--- config.mk ---
export PLATFORM = sky130hd
export DESIGN_NAME = vsc_cmd_rx
export DESIGN_NICKNAME = d
export VERILOG_FILES = /design/src/rtl/vsc_cmd_pkg.sv /design/src/rtl/vsc_line_filter.sv /design/src/rtl/vsc_byte_rx.sv /design/src/rtl/vsc_mode_reg.sv /design/src/rtl/vsc_cmd_rx.sv
export SDC_FILE = /design/constraint.sdc
export NUM_CORES = 1
export LEC_CHECK = 0
export BUFFER_PORTS_ARGS = -buffer_cell sky130_fd_sc_hd__buf_2
export CORE_UTILIZATION = 53
export CTS_CLUSTER_DIAMETER = 80
export DETAILED_ROUTE_END_ITERATION = 8
export HOLD_SLACK_MARGIN = 0.06
export PLACE_DENSITY_LB_ADDON = 0.25
export SLEW_MARGIN = 5
export SYNTH_ARGS = -nofsm -noshare
export SYNTH_HDL_FRONTEND = slang
export SYNTH_SLANG_ARGS = --single-unit
--- constraint.sdc ---
create_clock -name clk -period 1.4 [get_ports clk]
set_input_delay 0.07 -clock clk [delete_from_list [all_inputs] [get_ports clk]]
set_output_delay 0.07 -clock clk [all_outputs]
set_load 0.02 [all_outputs]
--- src/rtl/vsc_cmd_pkg.sv ---
package vsc_cmd_pkg;

    localparam int unsigned SPLIT_COUNT = 9;

    typedef enum logic [1:0] {
        MD_MUTE     = 2'd0,
        MD_CLEAR    = 2'd1,
        MD_SCRAMBLE = 2'd2
    } mode_e;

    typedef enum logic [2:0] {
        BS_IDLE  = 3'd0,
        BS_ADDR  = 3'd1,
        BS_ACK_A = 3'd2,
        BS_DATA  = 3'd3,
        BS_ACK_D = 3'd4,
        BS_SKIP  = 3'd5
    } bus_st_e;

    typedef struct packed {
        logic       valid;
        mode_e      mode;
        logic       keep_idx;
        logic [3:0] idx;
    } cmd_t;

    // Maps one received data byte to a mode change; invalid bytes give valid=0.
    function automatic cmd_t decode_cmd(input logic [7:0] b);
        cmd_t r;
        r.valid    = 1'b0;
        r.mode     = MD_MUTE;
        r.keep_idx = 1'b1;
        r.idx      = 4'd0;
        if (b[7:4] == 4'd0) begin
            case (b[3:0])
                4'h1: begin r.valid = 1'b1; r.mode = MD_MUTE;     end
                4'hB: begin r.valid = 1'b1; r.mode = MD_CLEAR;    end
                4'hF: begin r.valid = 1'b1; r.mode = MD_SCRAMBLE; end
                default: begin
                    if (b[3:0] >= 4'd2 && b[3:0] <= 4'(SPLIT_COUNT + 1)) begin
                        r.valid    = 1'b1;
                        r.mode     = MD_SCRAMBLE;
                        r.keep_idx = 1'b0;
                        r.idx      = b[3:0] - 4'd2;
                    end
                end
            endcase
        end
        return r;
    endfunction

endpackage

--- src/rtl/vsc_line_filter.sv ---
module vsc_line_filter #(
    parameter int unsigned FILT_CYC = 11
) (
    input  logic clk,
    input  logic rst_n,
    input  logic line_i,
    output logic line_o
);
    localparam int unsigned CW = $clog2(FILT_CYC + 1);

    typedef struct packed {
        logic [1:0]    sync;
        logic          filt;
        logic [CW-1:0] cnt;
    } flt_t;

    flt_t q, d;

    always_comb begin
        d      = q;
        d.sync = {q.sync[0], line_i};
        if (q.sync[1] != q.filt) begin
            if (q.cnt == CW'(FILT_CYC - 1)) begin
                d.filt = q.sync[1];
                d.cnt  = '0;
            end else begin
                d.cnt = q.cnt + 1'b1;
            end
        end else begin
            d.cnt = '0;
        end
    end

    always_ff @(posedge clk or negedge rst_n) begin
        if (!rst_n) begin
            q.sync <= 2'b11;
            q.filt <= 1'b1;
            q.cnt  <= '0;
        end else begin
            q <= d;
        end
    end

    assign line_o = q.filt;

    // the filtered level moves only after the synchronized input has differed for the full window
    p_filter_width_r10: assert property (@(posedge clk) disable iff (!rst_n)
        !$stable(q.filt) |-> ($past(q.sync[1]) == q.filt) && ($past(q.cnt) == CW'(FILT_CYC - 1)));

endmodule

--- src/rtl/vsc_byte_rx.sv ---
module vsc_byte_rx
    import vsc_cmd_pkg::*;
#(
    parameter logic [5:0] ADDR_HI = 6'b011010
) (
    input  logic       clk,
    input  logic       rst_n,
    input  logic       scl_f,
    input  logic       sda_f,
    input  logic       addr_lsb,
    output logic       sda_oe,
    output logic       byte_stb,
    output logic [7:0] byte_o
);
    typedef struct packed {
        bus_st_e    st;
        logic       scl_p;
        logic       sda_p;
        logic [3:0] bitcnt;
        logic [7:0] sr;
        logic       ack;
        logic       stb;
    } rx_t;

    rx_t  q, d;
    logic scl_rise, scl_fall, start_c, stop_c;

    always_comb begin
        scl_rise = scl_f & ~q.scl_p;
        scl_fall = ~scl_f & q.scl_p;
        start_c  = scl_f & q.scl_p & q.sda_p & ~sda_f;
        stop_c   = scl_f & q.scl_p & ~q.sda_p & sda_f;

        d       = q;
        d.scl_p = scl_f;
        d.sda_p = sda_f;
        d.stb   = 1'b0;

        if (start_c) begin
            d.st     = BS_ADDR;
            d.bitcnt = 4'd0;
            d.ack    = 1'b0;
        end else if (stop_c) begin
            d.st     = BS_IDLE;
            d.bitcnt = 4'd0;
            d.ack    = 1'b0;
        end else begin
            case (q.st)
                BS_ADDR, BS_DATA: begin
                    if (scl_rise && q.bitcnt < 4'd8) begin
                        d.sr     = {q.sr[6:0], sda_f};
                        d.bitcnt = q.bitcnt + 4'd1;
                    end else if (scl_fall && q.bitcnt == 4'd8) begin
                        d.bitcnt = 4'd0;
                        if (q.st == BS_DATA) begin
                            d.ack = 1'b1;
                            d.st  = BS_ACK_D;
                        end else if (q.sr == {ADDR_HI, addr_lsb, 1'b0}) begin
                            d.ack = 1'b1;
                            d.st  = BS_ACK_A;
                        end else begin
                            d.st  = BS_SKIP;
                        end
                    end
                end
                BS_ACK_A: begin
                    if (scl_fall) begin
                        d.ack = 1'b0;
                        d.st  = BS_DATA;
                    end
                end
                BS_ACK_D: begin
                    if (scl_fall) begin
                        d.ack = 1'b0;
                        d.stb = 1'b1;
                        d.st  = BS_DATA;
                    end
                end
                default: ;
            endcase
        end
    end

    always_ff @(posedge clk or negedge rst_n) begin
        if (!rst_n) begin
            q.st     <= BS_IDLE;
            q.scl_p  <= 1'b1;
            q.sda_p  <= 1'b1;
            q.bitcnt <= 4'd0;
            q.sr     <= 8'd0;
            q.ack    <= 1'b0;
            q.stb    <= 1'b0;
        end else begin
            q <= d;
        end
    end

    assign sda_oe   = q.ack;
    assign byte_stb = q.stb;
    assign byte_o   = q.sr;

    // acknowledge drive starts only while the bus clock is low
    p_ack_scl_low_r12: assert property (@(posedge clk) disable iff (!rst_n)
        $rose(q.ack) |-> !scl_f);

    // a STOP releases the line and returns to idle
    p_stop_release_r12: assert property (@(posedge clk) disable iff (!rst_n)
        stop_c |=> (!q.ack && q.st == BS_IDLE));

    // a command strobe follows only a data acknowledge
    p_strobe_after_ack_r4: assert property (@(posedge clk) disable iff (!rst_n)
        q.stb |-> ($past(q.st) == BS_ACK_D));

    // no acknowledge while detached from the bus
    p_skip_quiet_r3: assert property (@(posedge clk) disable iff (!rst_n)
        (q.st == BS_SKIP) |-> !q.ack);

endmodule

--- src/rtl/vsc_mode_reg.sv ---
module vsc_mode_reg
    import vsc_cmd_pkg::*;
(
    input  logic       clk,
    input  logic       rst_n,
    input  logic       cmd_stb,
    input  logic [7:0] cmd_byte,
    output logic       mute,
    output logic       transparent,
    output logic       scramble,
    output logic [3:0] split_idx
);
    typedef struct packed {
        mode_e      mode;
        logic [3:0] idx;
    } md_t;

    md_t  q, d;
    cmd_t cmd;

    always_comb begin
        cmd = decode_cmd(cmd_byte);
        d   = q;
        if (cmd_stb && cmd.valid) begin
            d.mode = cmd.mode;
            if (!cmd.keep_idx) d.idx = cmd.idx;
        end
    end

    always_ff @(posedge clk or negedge rst_n) begin
        if (!rst_n) begin
            q.mode <= MD_MUTE;
            q.idx  <= 4'd0;
        end else begin
            q <= d;
        end
    end

    assign mute        = (q.mode == MD_MUTE);
    assign transparent = (q.mode == MD_CLEAR);
    assign scramble    = (q.mode == MD_SCRAMBLE);
    assign split_idx   = q.idx;

    // unlisted or nonzero-upper-nibble bytes leave everything as it was
    p_bad_code_hold_r9: assert property (@(posedge clk) disable iff (!rst_n)
        (cmd_stb && !(cmd_byte inside {[8'h01:8'h0B], 8'h0F})) |=> $stable(q));

    // split codes load code minus two and enter scramble
    p_split_idx_r6: assert property (@(posedge clk) disable iff (!rst_n)
        (cmd_stb && cmd_byte inside {[8'h02:8'h0A]}) |=>
        (q.idx == $past(cmd_byte[3:0]) - 4'd2) && (q.mode == MD_SCRAMBLE));

    // the start code keeps the last index
    p_start_keeps_idx_r8: assert property (@(posedge clk) disable iff (!rst_n)
        (cmd_stb && cmd_byte == 8'h0F) |=> ($stable(q.idx) && q.mode == MD_SCRAMBLE));

    // mute and transparent never touch the index
    p_mode_keeps_idx_r5: assert property (@(posedge clk) disable iff (!rst_n)
        (cmd_stb && (cmd_byte == 8'h01 || cmd_byte == 8'h0B)) |=> $stable(q.idx));

endmodule

--- src/rtl/vsc_cmd_rx.sv ---
module vsc_cmd_rx #(
    parameter int unsigned CLK_HZ    = 100_000_000,
    parameter int unsigned GLITCH_NS = 100,
    parameter logic [5:0]  ADDR_HI   = 6'b011010
) (
    input  logic       clk,
    input  logic       rst_n,
    input  logic       scl_i,
    input  logic       sda_i,
    input  logic       addr_lsb_i,
    output logic       sda_oe_o,
    output logic       mute_o,
    output logic       transparent_o,
    output logic       scramble_o,
    output logic [3:0] split_idx_o
);
    localparam int unsigned CLK_MHZ  = CLK_HZ / 1_000_000;
    localparam int unsigned FILT_CYC = (CLK_MHZ * GLITCH_NS) / 1000 + 1;
    localparam int unsigned N_LINES  = 2;

    logic [N_LINES-1:0] raw_lines, filt_lines;
    logic               byte_stb;
    logic [7:0]         byte_val;

    assign raw_lines = {scl_i, sda_i};

    for (genvar gi = 0; gi < N_LINES; gi++) begin : g_filt
        vsc_line_filter #(.FILT_CYC(FILT_CYC)) u_filt (
            .clk    (clk),
            .rst_n  (rst_n),
            .line_i (raw_lines[gi]),
            .line_o (filt_lines[gi])
        );
    end

    vsc_byte_rx #(.ADDR_HI(ADDR_HI)) u_rx (
        .clk      (clk),
        .rst_n    (rst_n),
        .scl_f    (filt_lines[1]),
        .sda_f    (filt_lines[0]),
        .addr_lsb (addr_lsb_i),
        .sda_oe   (sda_oe_o),
        .byte_stb (byte_stb),
        .byte_o   (byte_val)
    );

    vsc_mode_reg u_mode (
        .clk         (clk),
        .rst_n       (rst_n),
        .cmd_stb     (byte_stb),
        .cmd_byte    (byte_val),
        .mute        (mute_o),
        .transparent (transparent_o),
        .scramble    (scramble_o),
        .split_idx   (split_idx_o)
    );

    // exactly one mode flag at any time after reset
    p_one_mode_r5: assert property (@(posedge clk) disable iff (!rst_n)
        $countones({mute_o, transparent_o, scramble_o}) == 1);

    // the index never leaves the nine defined values
    p_idx_range_r6: assert property (@(posedge clk) disable iff (!rst_n)
        split_idx_o <= 4'd8);

endmodule

# Word-level counts from Yosys, hierarchy flattened
# Cells that the tools add are included.
dict set report op_classes {
  n_addsub 4
  n_lt_le_gt_ge 3
  n_eq_ne 21
  n_mux 34
  bitwise_logic 14
  reduce_logical 20
}
# operator count
set op_table {}
lappend op_table {{$mux W4} 8}
lappend op_table {{$mux W8} 3}
lappend op_table {{$mux W3} 7}
lappend op_table {{$eq A4 B4 Y1 const B} 5}
lappend op_table {{$ne A4 B1 Y1 const B} 4}
lappend op_table {{$add A4 B1 Y4 const B} 3}
lappend op_table {{$mux W12} 1}
lappend op_table {{$mux W1} 10}
lappend op_table {{$pmux W3 S3} 1}
lappend op_table {{$eq A8 B7 Y1} 1}
lappend op_table {{$reduce_and A2 Y1} 4}
lappend op_table {{$reduce_and A4 Y1} 2}
lappend op_table {{$reduce_bool A4 Y1} 2}
lappend op_table {{$and A1 B1 Y1} 7}
lappend op_table {{$not A1 Y1} 7}
lappend op_table {{$eq A3 B2 Y1 const B} 2}
lappend op_table {{$pmux W3 S2} 1}
lappend op_table {{$reduce_and A6 Y1} 1}
lappend op_table {{$mux W5} 1}
lappend op_table {{$ne A5 B1 Y1 const B} 1}
lappend op_table {{$reduce_bool A5 Y1} 1}
lappend op_table {{$eq A4 B1 Y1 const B} 1}
lappend op_table {{$ge A4 B2 Y1 const B} 1}
lappend op_table {{$le A4 B4 Y1 const B} 1}
lappend op_table {{16 further kinds} 21}
dict set report totals {
  reg_bits 39
  inputBits 5
  wordCells 111
}

# Logic depth before layout (Yosys ltp)
dict set report depth {
  ltp_word 8
  depth_mapped 6
}

# Hierarchy
# Synthesis repeated with hierarchy kept, for this count alone.
dict set report unflattened {
  cells_unflattened 183
  hier_area_um2 2152.1
}
# module n_inst cells_per_inst area_per_inst_um2
set modules_own_cells {}
lappend modules_own_cells {vsc_byte_rx 1 100 1117.3}
lappend modules_own_cells {vsc_line_filter 2 21 292.8}
lappend modules_own_cells {vsc_mode_reg 1 41 449.2}

# Least setup slack after synthesis
# Ideal clock, no wire load.
dict set report synth_timing {
  path_kind {register -> register}
  start {register u_rx.q, in the netlist u_rx.byte_o[2]}
  end {register u_mode.q, in the netlist u_mode.split_idx[0]}
  setup_time_ns 0.125
  t_arrival_ns 1.417
  required_time_ns 1.275
  path_slack_ns -0.141
  stages_incl_launch_ff 6
  n_path_buf 0
  synth_period_minus_slack_ns 1.541
  path_cell_list {dfrtp_1 -> inv_1 -> ha_1 -> a21oi_1 -> a211oi_2 -> mux2_2}
}
dict set report synth_via {
  elab_chain_cells 7
}
# item line
set synth_lines {}
lappend synth_lines {{start: declaration} vsc_byte_rx.sv:25} ;# rx_t q, d;
lappend synth_lines {{$ge A4 B2 Y1 / $le A4 B4 Y1 (equally long branches)} vsc_cmd_pkg.sv:40} ;# if (b[3:0] >= 4'd2 && b[3:0] <= 4'(SPLIT_COUNT + 1)) begin
lappend synth_lines {{$logic_and A1 B1 Y1} vsc_cmd_pkg.sv:40}
lappend synth_lines {{$mux W8} vsc_cmd_pkg.sv:40}
lappend synth_lines {{$pmux W3 S3 / $mux W5 (equally long branches)} vsc_cmd_pkg.sv:35} ;# case (b[3:0])
lappend synth_lines {{$mux W8 (*)} vsc_cmd_pkg.sv:34} ;# if (b[7:4] == 4'd0) begin
lappend synth_lines {{$logic_and A1 B1 Y1 / $not A1 Y1 (equally long branches)} n/a}
lappend synth_lines {{$reduce_and A2 Y1 (no line)} n/a}
lappend synth_lines {{end: declaration} vsc_mode_reg.sv:18} ;# md_t q, d;
# Every way passes the cells marked *; elsewhere a longest branch is shown, timed or not.
# A chain may end at the register's enable or synchronous reset.

# Worst setup path after layout
dict set report layout_timing {
  start {register u_rx.q, in the netlist u_rx.byte_o[6]}
  end {register u_mode.q, in the netlist u_mode.split_idx[3]}
}
dict set report layout_via {
  elab_chain_cells 4
}
# item line
set layout_lines {}
lappend layout_lines {{$logic_not A4 Y1 (*)} vsc_cmd_pkg.sv:34}
lappend layout_lines {{$mux W8 (*)} vsc_cmd_pkg.sv:34}
lappend layout_lines {{$logic_and A1 B1 Y1 / $not A1 Y1 (equally long branches)} n/a}
lappend layout_lines {{$reduce_and A2 Y1 (no line)} n/a}
# Marked as above.

==> impl_metrics.tcl <==
set metrics [dict create \
    status "finished, violations left" \
    violations_in_the_final_reports "setup timing" \
    slew_violations 0 \
    worst_slew_pin_slew_ns 0.4892 \
    postRouteWirelength_um 4057 \
    die_y_um 62.34 \
    multiInputGateArea_um2 1026 \
    postSynthAreaPerCell_um2 11.22 \
    cts_tree "yes" \
    rr_endpoint "u_mode.split_idx[3]" \
    placed_instance_count 249 \
    reg2reg_slack_ns -0.24 \
    die_area_um2 3886 \
    synth_enable_flop_cells 0 \
    post_synth_mux_area_share_pct 7.588 \
    max_slew_margin_pct 67.39 \
    rows 21 \
    detail_route.vias_per_cell 5.331 \
    postSynthCellCount 172 \
    drt.antenna.violating_nets 0 \
    ir_drop_v 0.0006483 \
    drc 0 \
    path_cells "nor4_4 -> nand2_2 -> a211oi_2 -> buf_4 -> mux2_2" \
    cp_max_fo 4 \
    drv.max_cap_violation_count 0 \
    timing_hold_violations_final 0 \
    grt_usage_pct 22.91 \
    start_util_pct 56.48 \
    leakagePower_uw 0.001212 \
    synth_nets 185 \
    timing.critical_path.arrival_ns 1.87 \
    post_synth_instance_area_um2 1929 \
    dominant_combinational_cell_family_by_area_after_synthesis "simple AND/OR/NAND/NOR gates" \
    cts_buffers 5 \
    max_freq_ghz 0.6108 \
    synth_xor_xnor_area_share_pct 4.994 \
    finalSetupViolCount 17 \
    critical_path_class "reg -> reg" \
    design_area_um2 2524 \
    holdCritPathClass "in -> async" \
    io-pin-count 13 \
    final_cells 266 \
    number_of_clock_sinks_seen_by_cts 39 \
    grt_pass1_vias 1477 \
    grt_first_pass_wirelength_um 6893 \
    power.density_cell_area_nw_per_um2 792.4 \
    chipWidth_um 62.34 \
    total_chip_power_uw 2000 \
    ys_types 40 \
    finalWorstPathRequiredPeriod_ns 1.637 \
    port-buffer-count 12 \
    crit_path_end "u_mode.split_idx[3]" \
    via_count 1418 \
    detail_route.wl_per_cell_um 15.25 \
    drt-pass1-iter-count 4 \
    layout-drive-gt1-share_pct 45.91 \
    crit_path_start_kind "flop" \
    global_route_congestion_overflow_total 0 \
    worst-r2r-cell-count 5 \
    place_area_um2 2232 \
    yosysWarnings 0 \
    final.period_utilization_pct 116.9 \
    critical_path.slowest_cell "sky130_fd_sc_hd__dfrtp_1" \
    cts-root-buf "sky130_fd_sc_hd__clkbuf_4" \
    fillCellCount 237 \
    largest_net_degree_at_the_start_of_global_routing 22 \
    async_reset_ff_share_pct 100.0 \
    hold_slack_ns 0.2106 \
    timing.critical_path.from "u_rx.byte_o[6]" \
    clock_tree.htree_level_count 2 \
    grt_setup_unrepaired "yes" \
    synth-main-ff-cell "sky130_fd_sc_hd__dfrtp_1" \
    reg2reg_start "u_rx.byte_o[6]" \
    clockBufferDepth 2 \
    postLayoutSetupSlackWorst_ns -0.2373 \
    totalNegativeSetupSlack_ns -2.508 \
    placeableCoreArea_um2 3416 \
    critical_path.max_stage_delay_ns 0.43 \
    synth_compound_area_share_pct 8.366 \
    antenna_violations_before_repair 0 \
    timing.critical_path.required_ns 1.64 \
    insertion_delay_ns 0.34 \
    layout.area.seq_um2 987.2 \
    yosys_register_bits 39 \
    final_net_count 232 \
    detailedPlacementHpwl_um 2725 \
    crit_path_end_kind "flop" \
    yosys.area_share.adder_pct 5.188 \
    place_congestion 0.8026 \
    area_delta_synth_final_pct 30.80 \
    yosysSeqAreaShare_pct 51.10 \
    timing.clock.skew_ns 0.006681 \
    synth_simple_gate_area_share_pct 18.55 \
    insertedDiodeCount 0 \
    clkSlewWorstSetupHoldPaths_ns 0.12 \
    first_iter_violations 87 \
]
==> sequential cells by signal (all words and copies together) (netlist names) <==
| signal | flops |
|---|---|
| g_filt.u_filt.d | 2 |
| g_filt.u_filt.line_o | 2 |
| u_rx.q | 9 |
| u_mode.split_idx | 4 |
| u_rx.byte_o | 8 |
| u_mode.q | 2 |
| u_rx.byte_stb | 1 |
| g_filt.u_filt.q | 10 |
| u_rx.sda_oe | 1 |
==> Yosys cell counts, drive strengths merged, types with 3 or more instances <==
master	n	share of area (%)
dfrtp	31	40
nor2	15	2.9
mux2	13	7.6
nand2	13	2.5
dfstp	8	11
ha	8	5.2
inv	8	1.6
buf	7	2.7
o21ai	6	1.6
xor2	6	2.7
nand3	5	1.3
nor3	5	2.1
xnor2	5	2.3
nand2b	4	1.3
nand3b	4	1.6
nor2b	4	1.3
nor3b	4	1.6
a21oi	3	0.78
nor4	3	0.97
==> worst min-delay path by stage <==
stage                from                    end  slack [ns]
floorplan           rst_n  g_filt[0].u_filt.q[0]       -0.23
CTS                 rst_n  g_filt[1].u_filt.q[3]        0.22
global route        rst_n             u_rx.q[10]        0.26
detailed placement  rst_n             u_rx.q[13]        0.07
global placement    rst_n             u_rx.q[13]        0.05
finish              rst_n             u_rx.q[13]        0.21
==> metrics by stage <==
step | worst slack [ns] | utilization, %
final | -0.2373 | 73.88
after global routing | -0.3091 | 73.88
after CTS | -0.2312 | 71.06
after detailed placement | -0.2428 | 65.35
after global placement | -0.1840 | 65.35
after floorplan | -0.1414 | -
==> power by group <==
part | internal, uW | switching (uW) | total, uW
Clock | 294 | 372 | 666
Sequential | 1170 | 28.4 | 1200
Combinational | 63.0 | 73.2 | 136
Total | 1530 | 474 | 2000
==> critical path: cells and delay by family (launching register included) <==
family          cells  cell delay (ns)
compound gates      1             0.18
simple gates        2             0.41
buf+inv             1             0.18
mux                 1             0.33
flops               1             0.43
==> layout make-up <==
type / count / area share, %
Multi-Input combinational cell: 119 / 40.65
Sequential cell: 39 / 39.12
Timing Repair Buffer: 46 / 13.88
Clock buffer: 7 / 2.578
Tap cell: 46 / 2.281
Inverter: 8 / 1.190
Clock inverter: 1 / 0.2975
==> cells in the final DEF, fill, tap and decap left out, drive strengths merged, types with 2 or more instances in the layout <==
master       count
nor2b            4
dfstp            8
mux2            13
nand3            5
xor2             6
nand3b           4
a211o            2
dlygate4sd3      3
nor3b            4
inv              8
nor4             3
nand2b           4
buf             43
a211oi           2
xnor2            5
a21oi            3
and2             2
o21ai            6
dfrtp           31
clkbuf           7
nor2            15
nor3             5
nand2           14
ha               8
o2bb2ai          2
==> metal layers <==
layer | GRT usage (%) | wire length, um | share of wire, %
met5 | 0 | 0 | 0
met4 | 6.105 | 47 | 1.2
met2 | 40.38 | 2142 | 53
met1 | 27.87 | 1767 | 44
met3 | 5.699 | 99 | 2.4
==> logic make-up (layout without fill, tap and decap cells) <==
family	Yosys count	count (layout)
simple gates	64	65
buf+inv	15	62
xor+xnor	11	11
mux	13	13
fa+ha+maj	8	8
flops	39	39
compound gates	22	22
==> repair_timing <==
item                                    4_1_cts  5_1_grt
cloned                                        1        0
setup buffers                                 3        2
pin swaps                                     3        5
hold buffers                                  3        0
hold endpoints to repair                     41        0
endpoints found under the setup margin       20       22
resized for setup                            16       21
Note: power is estimated with default switching activity, not from simulation.
